### src/rtl/pcs_pkg.sv
package pcs_pkg;
   typedef enum logic [1:0] {
      ST_IDLE   = 2'd0,
      ST_SAMPLE = 2'd1,
      ST_CONV   = 2'd2
   } seq_state_t;
endpackage

### src/rtl/pcs_pending.sv
module pcs_pending #(
   parameter int N_SLOT = 16,
   localparam int IDX_W = $clog2(N_SLOT)
) (
   input  logic              clk,
   input  logic              rst_n,
   input  logic [N_SLOT-1:0] trig,
   input  logic              clr_vld,
   input  logic [IDX_W-1:0]  clr_idx,
   output logic [N_SLOT-1:0] pend,
   output logic [N_SLOT-1:0] ovf
);
   generate
      if (N_SLOT < 2) begin : g_bad_n
         $error("pcs_pending: N_SLOT must be at least 2");
      end
   endgenerate

   for (genvar i = 0; i < N_SLOT; i++) begin : g_slot
      logic clr_here;
      assign clr_here = clr_vld && (clr_idx == IDX_W'(i));

      always_ff @(posedge clk) begin
         if (!rst_n) begin
            pend[i] <= 1'b0;
            ovf[i]  <= 1'b0;
         end else begin
            pend[i] <= trig[i] | (pend[i] & ~clr_here);
            ovf[i]  <= ovf[i] | (trig[i] & pend[i] & ~clr_here);
         end
      end


      ovf_set_chk: assert property (@(posedge clk) disable iff (!rst_n)
         (trig[i] && pend[i] && !clr_here) |=> ovf[i]);

      ovf_sticky_chk: assert property (@(posedge clk) disable iff (!rst_n)
         ovf[i] |=> ovf[i]);
   end
endmodule

### src/rtl/pcs_arbiter.sv
module pcs_arbiter #(
   parameter int N_SLOT = 16,
   localparam int IDX_W = $clog2(N_SLOT)
) (
   input  logic [N_SLOT-1:0] pend,
   output logic              gnt_vld,
   output logic [IDX_W-1:0]  gnt_idx
);
   always_comb begin
      gnt_idx = '0;
      for (int i = N_SLOT - 1; i >= 0; i--) begin
         if (pend[i]) gnt_idx = IDX_W'(i);
      end
   end

   assign gnt_vld = |pend;
endmodule

### src/rtl/pcs_result_bank.sv
module pcs_result_bank #(
   parameter int N_SLOT = 16,
   parameter int DATA_W = 12,
   localparam int IDX_W = $clog2(N_SLOT)
) (
   input  logic                     clk,
   input  logic                     rst_n,
   input  logic                     wr_en,
   input  logic [IDX_W-1:0]         wr_idx,
   input  logic [DATA_W-1:0]        wr_data,
   input  logic                     eoc_set,
   input  logic [IDX_W-1:0]         eoc_idx,
   output logic [N_SLOT*DATA_W-1:0] result,
   output logic [N_SLOT-1:0]        eoc
);
   generate
      if (DATA_W < 1) begin : g_bad_w
         $error("pcs_result_bank: DATA_W must be positive");
      end
   endgenerate

   for (genvar i = 0; i < N_SLOT; i++) begin : g_reg
      always_ff @(posedge clk) begin
         if (!rst_n) begin
            result[i*DATA_W +: DATA_W] <= '0;
         end else if (wr_en && (wr_idx == IDX_W'(i))) begin
            result[i*DATA_W +: DATA_W] <= wr_data;
         end
      end
   end

   always_ff @(posedge clk) begin
      if (!rst_n) begin
         eoc <= '0;
      end else begin
         eoc <= eoc_set ? ({{(N_SLOT-1){1'b0}}, 1'b1} << eoc_idx) : '0;
      end
   end


   eoc_onehot_chk: assert property (@(posedge clk) disable iff (!rst_n)
      $onehot0(eoc));
endmodule

### src/rtl/pair_conv_seq.sv
module pair_conv_seq #(
   parameter int N_SLOT = 16,
   parameter int SEL_W  = 4,
   parameter int DATA_W = 12,
   localparam int N_PAIR = N_SLOT / 2,
   localparam int IDX_W  = $clog2(N_SLOT),
   localparam int IN_W   = SEL_W - 1
) (
   input  logic                     clk,
   input  logic                     rst_n,
   input  logic [N_SLOT-1:0]        trig,
   input  logic [N_PAIR-1:0]        pair_en,
   input  logic [N_SLOT*SEL_W-1:0]  chan_sel,
   input  logic                     eoc_at_start,
   output logic                     smp_strobe,
   output logic [IN_W-1:0]          smp_chan,
   output logic                     conv_req,
   output logic                     conv_side,
   output logic [IN_W-1:0]          conv_chan,
   input  logic                     conv_done,
   input  logic [DATA_W-1:0]        conv_data,
   output logic [N_SLOT*DATA_W-1:0] result,
   output logic [N_SLOT-1:0]        eoc,
   output logic [N_SLOT-1:0]        ovf
);
   import pcs_pkg::*;

   generate
      if ((N_SLOT % 2) != 0) begin : g_bad_pairs
         $error("pair_conv_seq: N_SLOT must be even");
      end
      if (SEL_W < 2) begin : g_bad_sel
         $error("pair_conv_seq: SEL_W must be at least 2");
      end
   endgenerate

   seq_state_t       state;
   logic [IDX_W-1:0] cur_slot;
   logic             cur_cpl;
   logic [IN_W-1:0]  cur_chan;
   logic             phase;

   logic [N_SLOT-1:0] pend;
   logic              gnt_vld;
   logic [IDX_W-1:0]  gnt_idx;
   logic              take;
   logic [SEL_W-1:0]  gnt_sel;
   logic              gnt_cpl;

   assign take    = (state == ST_IDLE) && gnt_vld;
   assign gnt_sel = chan_sel[gnt_idx*SEL_W +: SEL_W];
   assign gnt_cpl = pair_en[gnt_idx[IDX_W-1:1]];

   pcs_pending #(.N_SLOT(N_SLOT)) u_pend (
      .clk     (clk),
      .rst_n   (rst_n),
      .trig    (trig),
      .clr_vld (take),
      .clr_idx (gnt_idx),
      .pend    (pend),
      .ovf     (ovf)
   );

   pcs_arbiter #(.N_SLOT(N_SLOT)) u_arb (
      .pend    (pend),
      .gnt_vld (gnt_vld),
      .gnt_idx (gnt_idx)
   );

   logic finish_cv;
   logic chain_b;
   assign finish_cv = (state == ST_CONV) && conv_done;
   assign chain_b   = finish_cv && cur_cpl && !phase;

   always_ff @(posedge clk) begin
      if (!rst_n) begin
         state    <= ST_IDLE;
         cur_slot <= '0;
         cur_cpl  <= 1'b0;
         cur_chan <= '0;
         phase    <= 1'b0;
      end else begin
         case (state)
            ST_IDLE: begin
               if (gnt_vld) begin
                  cur_slot <= gnt_idx;
                  cur_cpl  <= gnt_cpl;
                  cur_chan <= gnt_sel[IN_W-1:0];
                  phase    <= gnt_cpl ? 1'b0 : gnt_sel[SEL_W-1];
                  state    <= ST_SAMPLE;
               end
            end
            ST_SAMPLE: state <= ST_CONV;
            ST_CONV: begin
               if (chain_b)        phase <= 1'b1;
               else if (conv_done) state <= ST_IDLE;
            end
            default: state <= ST_IDLE;
         endcase
      end
   end

   assign smp_strobe = (state == ST_SAMPLE);
   assign smp_chan   = cur_chan;
   assign conv_req   = (state == ST_CONV);
   assign conv_side  = phase;
   assign conv_chan  = cur_chan;

   logic [IDX_W-1:0] tgt_slot;
   logic [IDX_W-1:0] b_slot;
   logic             start_evt;
   logic [IDX_W-1:0] start_idx;

   assign tgt_slot  = cur_cpl ? {cur_slot[IDX_W-1:1], phase} : cur_slot;
   assign b_slot    = {cur_slot[IDX_W-1:1], 1'b1};
   assign start_evt = smp_strobe || chain_b;
   assign start_idx = chain_b ? b_slot : tgt_slot;

   pcs_result_bank #(.N_SLOT(N_SLOT), .DATA_W(DATA_W)) u_bank (
      .clk     (clk),
      .rst_n   (rst_n),
      .wr_en   (finish_cv),
      .wr_idx  (tgt_slot),
      .wr_data (conv_data),
      .eoc_set (eoc_at_start ? start_evt : finish_cv),
      .eoc_idx (eoc_at_start ? start_idx : tgt_slot),
      .result  (result),
      .eoc     (eoc)
   );


   strobe_req_excl_chk: assert property (@(posedge clk) disable iff (!rst_n)
      !(smp_strobe && conv_req));

   strobe_then_req_chk: assert property (@(posedge clk) disable iff (!rst_n)
      smp_strobe |=> (conv_req && !smp_strobe));

   req_hold_chk: assert property (@(posedge clk) disable iff (!rst_n)
      (conv_req && !conv_done) |=> conv_req);

   eoc_end_chk: assert property (@(posedge clk) disable iff (!rst_n)
      (conv_req && conv_done && !eoc_at_start) |=> (eoc != '0));
endmodule

### config.mk
export PLATFORM = sky130hd
export DESIGN_NAME = pair_conv_seq
export DESIGN_NICKNAME = d
export VERILOG_FILES = /design/src/rtl/pcs_pkg.sv /design/src/rtl/pcs_pending.sv /design/src/rtl/pcs_arbiter.sv /design/src/rtl/pcs_result_bank.sv /design/src/rtl/pair_conv_seq.sv
export SDC_FILE = /design/constraint.sdc
export NUM_CORES = 1
export LEC_CHECK = 0
export BUFFER_PORTS_ARGS = -buffer_cell sky130_fd_sc_hd__buf_2
export CELL_PAD_IN_SITES_DETAIL_PLACEMENT = 0
export CELL_PAD_IN_SITES_GLOBAL_PLACEMENT = 1
export CORE_MARGIN = 2
export CORE_UTILIZATION = 39
export CTS_BUF_LIST = sky130_fd_sc_hd__clkbuf_8
export CTS_CLUSTER_SIZE = 40
export DETAILED_ROUTE_END_ITERATION = 7
export PLACE_DENSITY = 0.86
export SLEW_MARGIN = 40
export SYNTH_ARGS = -nofsm -noshare
export SYNTH_HDL_FRONTEND = slang
export SYNTH_SLANG_ARGS = --single-unit
### constraint.sdc
create_clock -name clk -period 2.4 [get_ports clk]
set_input_delay 0.24 -clock clk [delete_from_list [all_inputs] [get_ports clk]]
set_output_delay 0.24 -clock clk [all_outputs]
set_load 0.005 [all_outputs]
## Word-level counts from Yosys, hierarchy flattened

Cells that the tools add are included.

| cells by class | value |
|---|---|
| magnitude comparators | 1 |
| eq/ne operators | 36 |
| shift operators | 2 |
| multiplexer cells | 30 |
| bitwise operators | 96 |
| reduce and logical (&&, ||, !) cells | 47 |

Operator list:

| cell | count |
|---|---|
| 4-bit == test (second input constant) | 16 |
| 4-bit 2-to-1 mux | 16 |
| 64-bit by 7-bit variable part select with 4-bit output | 1 |
| 1-bit AND | 48 |
| 1-bit logical AND | 36 |
| 4-bit by 3-bit == test with 1-bit output (second input constant) | 8 |
| 1-bit OR | 32 |
| 4-bit by 2-bit == test with 1-bit output (second input constant) | 4 |
| 1-bit NOT | 16 |
| 16-bit OR reduction | 1 |
| 1-bit by 4-bit << shifter with 16-bit output (first input constant) | 1 |
| 4-bit by 1-bit == test with 1-bit output (second input constant) | 2 |
| 4-bit logical NOT | 2 |
| 1-bit 2-to-1 mux | 8 |
| 2-bit 2-to-1 mux | 3 |
| 2-bit one-hot mux with 3 select lines | 1 |
| 3-bit AND reduction | 2 |
| 3-bit by 4-bit less-than comparator with 1-bit output (second input constant) | 1 |
| 2-bit by 1-bit != test with 1-bit output (second input constant) | 2 |
| 2-bit != test (second input constant) | 2 |
| 2-bit AND reduction | 2 |
| 1-bit binary-select mux with 3-bit select | 1 |
| 2-bit by 1-bit == test with 1-bit output (second input constant) | 1 |
| 2-bit == test (second input constant) | 1 |
| other kinds (5) | 5 |

| word-level totals | value |
|---|---|
| bits in registers | 251 |
| bits of input ports | 104 |
| word-level logic and storage cells | 266 |

## Depth between registers and ports, before layout

| logic depth | value |
|---|---|
| word-level depth | 21 |
| depth in mapped cells | 9 |

## By module

A second synthesis with hierarchy kept.

| unflattened totals | value |
|---|---|
| cells, all modules | 987 |
| area total of the unflattened synthesis | 9801.9 um2 |

Modules (own cells, without submodules):

| module | instances | cells an instance | area each (um2) | seq. area each (um2) |
|---|---|---|---|---|
| pcs_result_bank | 1 | 706 | 7338.3 | 4164.0 |
| pcs_pending | 1 | 151 | 1219.9 | 640.6 |
| pair_conv_seq | 1 | 96 | 1067.3 | 220.2 |
| pcs_arbiter | 1 | 34 | 176.4 | 0.0 |

## Least setup slack after synthesis

Ideal clock, no wire load.

| timing path | value |
|---|---|
| path kind | flip-flop to flip-flop |
| start | register u_pend.pend[2] |
| end | register u_pend.ovf[13] |
| library setup time | 0.115 ns |
| arrival | 2.037 ns |
| required time | 2.285 ns |
| path slack | 0.247 ns |
| cell stages (with the launch flop) | 9 |
| period minus slack after synthesis | 2.153 ns |
| cell sequence | dfxtp_1 > buf_6 > or4_1 > buf_2 > nor4b_4 > nand2_1 > o21a_1 > a21oi_1 > nor2b_1 |

| between the ends | value |
|---|---|
| cells in the longest elaborated chain, start to end | 8 |
| elaborated cells between the ends (all ways) | 10 |
| classes of those cells | eq/ne: 1; mux: 3; bitwise: 3; reduce/logical: 3 |

RTL lines:

| what | RTL line | RTL |
|---|---|---|
| start: declaration | pcs_pending.sv:10 | `output logic [N_SLOT-1:0] pend,` |
| start signal: indexed assignment | pcs_pending.sv:28 | `pend[i] <= trig[i] \| (pend[i] & ~clr_here);` |
| 4-bit 2-to-1 mux (3 in series) | pcs_arbiter.sv:12 | `if (pend[i]) gnt_idx = IDX_W'(i);` |
| 4-bit == test | pcs_pending.sv:21 | `assign clr_here = clr_vld && (clr_idx == IDX_W'(i));` |
| 1-bit logical AND * | pcs_pending.sv:21 |  |
| 1-bit NOT * | pcs_pending.sv:29 | `ovf[i] <= ovf[i] \| (trig[i] & pend[i] & ~clr_here);` |
| 1-bit AND * | pcs_pending.sv:29 |  |
| 1-bit OR * | pcs_pending.sv:29 |  |
| end signal: indexed assignment | pcs_pending.sv:29 |  |
| end: declaration | pcs_pending.sv:11 | `output logic [N_SLOT-1:0] ovf` |

Mark *: on every way between the ends. The rest lies on a longest branch, timed or not.
A chain may end at the register's enable or synchronous reset.

## Final worst setup path

| timing path | value |
|---|---|
| start | register u_pend.pend[8] |
| end | register phase (netlist: conv_side) |

| between the ends | value |
|---|---|
| cells in the longest elaborated chain, start to end | 14 |
| elaborated cells between the ends (all ways) | 18 |
| classes of those cells | eq/ne: 1; shift: 1; mux: 14; reduce/logical: 2 |

RTL lines:

| what | RTL line | RTL |
|---|---|---|
| branches (longest 14 deep; another with 64-bit by 7-bit variable part select with 4-bit output) | n/a |  |
| end signal: assignment | pair_conv_seq.sv:89 | `phase <= gnt_cpl ? 1'b0 : gnt_sel[SEL_W-1];` |
| end: declaration | pair_conv_seq.sv:41 | `logic phase;` |

Parallel ways; which one is timed is not known. The select of a mux whose other input is x is not followed.

==> flow_summary.yaml <==
global_route:
  grt-busiest-layer: "met2"
  groute.layer.met3.usage: 0.0563
  antenna_found_initial: 0
  gr-usage-met2: 0.368
  grt_pass1_wl_mm: 50.0
  grt_pass1_vias: 8831
  grt_remaining_overflow: 0
  use_met1: 0.287
  grt_max_degree: 121
  grt_util_all_layers: 0.225
timing:
  slew_headroom: 0.623
  hold_viol_final: 0
  min_period_over_period: 0.959
  skew_ns: 0.0274
  fmax_mhz: 435
  finalMaxSlewViolations: 0
  layout_setup_ws_ns: 0.0988
  period_needed_ns: 2.30
  worst_pin_slew_ns: 0.561
  setup_viol: 0
yosys:
  ys_seq_area_frac: 0.487
  synthTopCellsByArea: "dfxtp_1, mux2i_1, nand2_1"
  syn-cell-area_sq_mm: 0.0103
  syn_area_per_cell_sq_um: 9.13
  yosysWarningCount: 0
  synth_top_area_share: 0.487
  syn_nets: 1234
  syn_inst: 1130
  ys_ff_latch: 251
  synthFlopType: "dfxtp_1"
  synth_edf_count: 0
  synth.distinct_cells: 51
  yosys.area.top_type: "dfxtp_1"
  synth-async-reset-ratio: 0
detailed_routing:
  route.vias.total: 9207
  drcViolationCount: 0
  drt_iter0_drc: 519
  wl_mm: 32.6
  dr.pass1.iters: 4
  antenna_left: 0
  wire_per_inst_microns: 17.6
  vias_per_cell: 4.97
placed_design:
  io_buffer_count: 336
  dpl.hpwl_mm: 22.7
  gp_congestion: 0.848
  placed_area_sq_mm: 0.0124
  pre_cts_slack_ns: 0.0556
setup_path:
  critPathMaxFanout: 20
  arrival_ns: 2.75
  endpoint_kind: "flip-flop"
  crit_type: "reg -> reg"
  rrSetupSlack_ns: 0.1
  r2r-start: "u_pend.pend[8]$_SDFF_PN0_"
  crit_required_ns: 2.85
  ff2ff_path_depth: 8
  start_kind: "flip-flop"
  r2r_end: "conv_side$_SDFFE_PN0P_"
hold_path:
  min-delay-path-class: "in -> reg"
  min_to: "state[1]$_SDFFE_PN0P_"
  holdPathStages: 4
  hp-start: "conv_done"
power_and_ir_drop:
  vdd_ir_drop_max_v: 0.000714
  p_leak_nw: 6.07
  power.density_mw_per_mm2: 684
clocking:
  clockRootBuffer: "clkbuf_8"
  cts_buffers: 44
  cts_htree_levels: 2
  clock-sinks: 251
  cts_tree: "done"
  clk_path_buf_depth: 3
  path_clk_slew_ns: 0.06
  insertion_delay_ns: 0.55
die:
  initial_utilization: 0.396
  die_y_microns: 167
  core_sq_mm: 0.0261
  rows: 59
  die_area_sq_mm: 0.0278
  io_pins: 337
  fp.dieW_microns: 167
finish:
  drive_above_1_share: 0.307
  synthToLayoutAreaGrowth_pct: 30.8
  final_util: 0.518
  num_antenna_cells: 0
  nets: 1591
  final.fill_count: 2477
  design_area_sq_mm: 0.0135
run:
  maxCapViolCount: 0
status:
  outcome: "finished clean"
[area by class of cell]
cell class / count / area (sq um) / area share
clock inverter: 26 / 176 / 0.0131
inverter: 4 / 15.0 / 0.00111
tap: 335 / 419 / 0.0310
multi-input combinational: 791 / 4970 / 0.368
sequential: 251 / 5030 / 0.372
timing repair buffer: 395 / 2200 / 0.163
clock buffer: 50 / 688 / 0.0510
[cells in the mapped netlist, types with 3 or more instances]
library cell  instances
a31oi_1               5
buf_2                 9
o221ai_1              3
o31a_1                3
buf_4                 5
a21boi_0            110
nor2_1               31
o31ai_1               4
a22oi_1               6
o21a_1               29
mux2_2                5
nand3_1              11
nor2b_1             108
nand2_1             258
clkbuf_1             67
inv_1                 4
mux2i_1             108
nor4_1                3
and2_1                7
a21oi_1              27
nand2b_1              8
dfxtp_1             251
nor3_1               15
or4_1                 3
o21ai_0              18
[where the power goes]
group | switching, mW | internal, mW | total, mW | leakage, nW
Sequential | 0.0800 | 4.25 | 4.33 | 2.03
Combinational | 0.582 | 0.469 | 1.05 | 3.54
Clock | 1.73 | 2.12 | 3.85 | 0.500
Total | 2.40 | 6.84 | 9.23 | 6.07
[per-layer routing]
layer,vias up,wire length [microns]
met5,-,0
met4,0,1150
met3,80,2560
met2,328,15100
met1,4298,13800
li1,4501,-
[through the flow]
| step | total power [mW] | setup TNS, ns | hold slack (ns) | instances |
|---|---|---|---|---|
| finish | 9.23 | 0 | 0.0503 | 1852 |
| global route | 9.63 | -0.00629 | 0.101 | 1852 |
| CTS | 9.33 | 0 | 0.0168 | 1852 |
| detailed placement | 5.43 | 0 | 0.454 | 1760 |
| global placement | 5.43 | 0 | 0.448 | 1760 |
| floorplan | 5.01 | 0 | 0.364 | 1130 |
[kinds of logic (layout without fill, tap and decap cells)]
kind of cell    Yosys count  count (layout)  share of synthesized area
compound gates          221             221                      0.157
buf+inv                  88             475                     0.0364
mux                     114             114                      0.112
simple gates            456             456                      0.208
flops                   251             251                      0.487
[worst max-delay path by stage]
stage	startpoint	slack [ns]	endpoint
2_1_floorplan	u_pend.pend[2]$_SDFF_PN0_	0.25	u_pend.ovf[13]$_SDFF_PN0_
3_3_place_gp	u_pend.pend[7]$_SDFF_PN0_	0.07	conv_side$_SDFFE_PN0P_
3_5_place_dp	u_pend.pend[7]$_SDFF_PN0_	0.06	conv_side$_SDFFE_PN0P_
4_1_cts	u_pend.pend[7]$_SDFF_PN0_	0.01	conv_side$_SDFFE_PN0P_
5_1_grt	u_pend.pend[8]$_SDFF_PN0_	-0.006	conv_side$_SDFFE_PN0P_
6_report	u_pend.pend[8]$_SDFF_PN0_	0.1	conv_side$_SDFFE_PN0P_
[timing repair]
item | CTS | global route
setup buffers | 0 | 0
hold buffers | 16 | 0
endpoints found under the hold margin | 32 | 0
setup endpoints to repair | 0 | 4
resized for setup | 0 | 6
[cells in the final DEF, fill, tap and decap left out, types with 3 or more instances in the layout]
cell type      netlist  layout
clkinv_2             0       5
dfxtp_1            251     250
and2_1               7       7
mux2i_1            108     108
inv_1                4      20
clkbuf_8             0      50
a22oi_1              6       6
buf_2                9     335
nor2_1              31      30
nor4_1               3       3
nand2b_1             8       8
mux2_2               5       5
nand3_1             11      11
nor2b_1            108     107
o21a_1              29      29
o221ai_1             3       3
a31oi_1              5       5
o31a_1               3       3
a21oi_1             27      27
buf_12               0       3
buf_4                5      41
dlygate4sd3_1        0      16
nand2_1            258     258
o31ai_1              4       4
nor3_1              15      13
a21boi_0           110     110
o21ai_0             18      18
[worst max-delay path, stage by stage, from the launching register on]
cell,delay (ns)
dfxtp_1,0.37
or3b_2,0.49
a311oi_2,0.34
a311oi_4,0.10
buf_12,0.19
mux2i_1,0.13
mux2_2,0.27
o2bb2ai_1,0.12
o31ai_1,0.18
[flip-flops by register name, indices dropped and copies added, names as in the netlist]
signal	flops
cur_cpl	1
state	2
u_bank.result	192
conv_chan	3
conv_side	1
cur_slot	4
u_pend.ovf	16
u_bank.eoc	16
u_pend.pend	16
(Power assumes the default switching activity.)
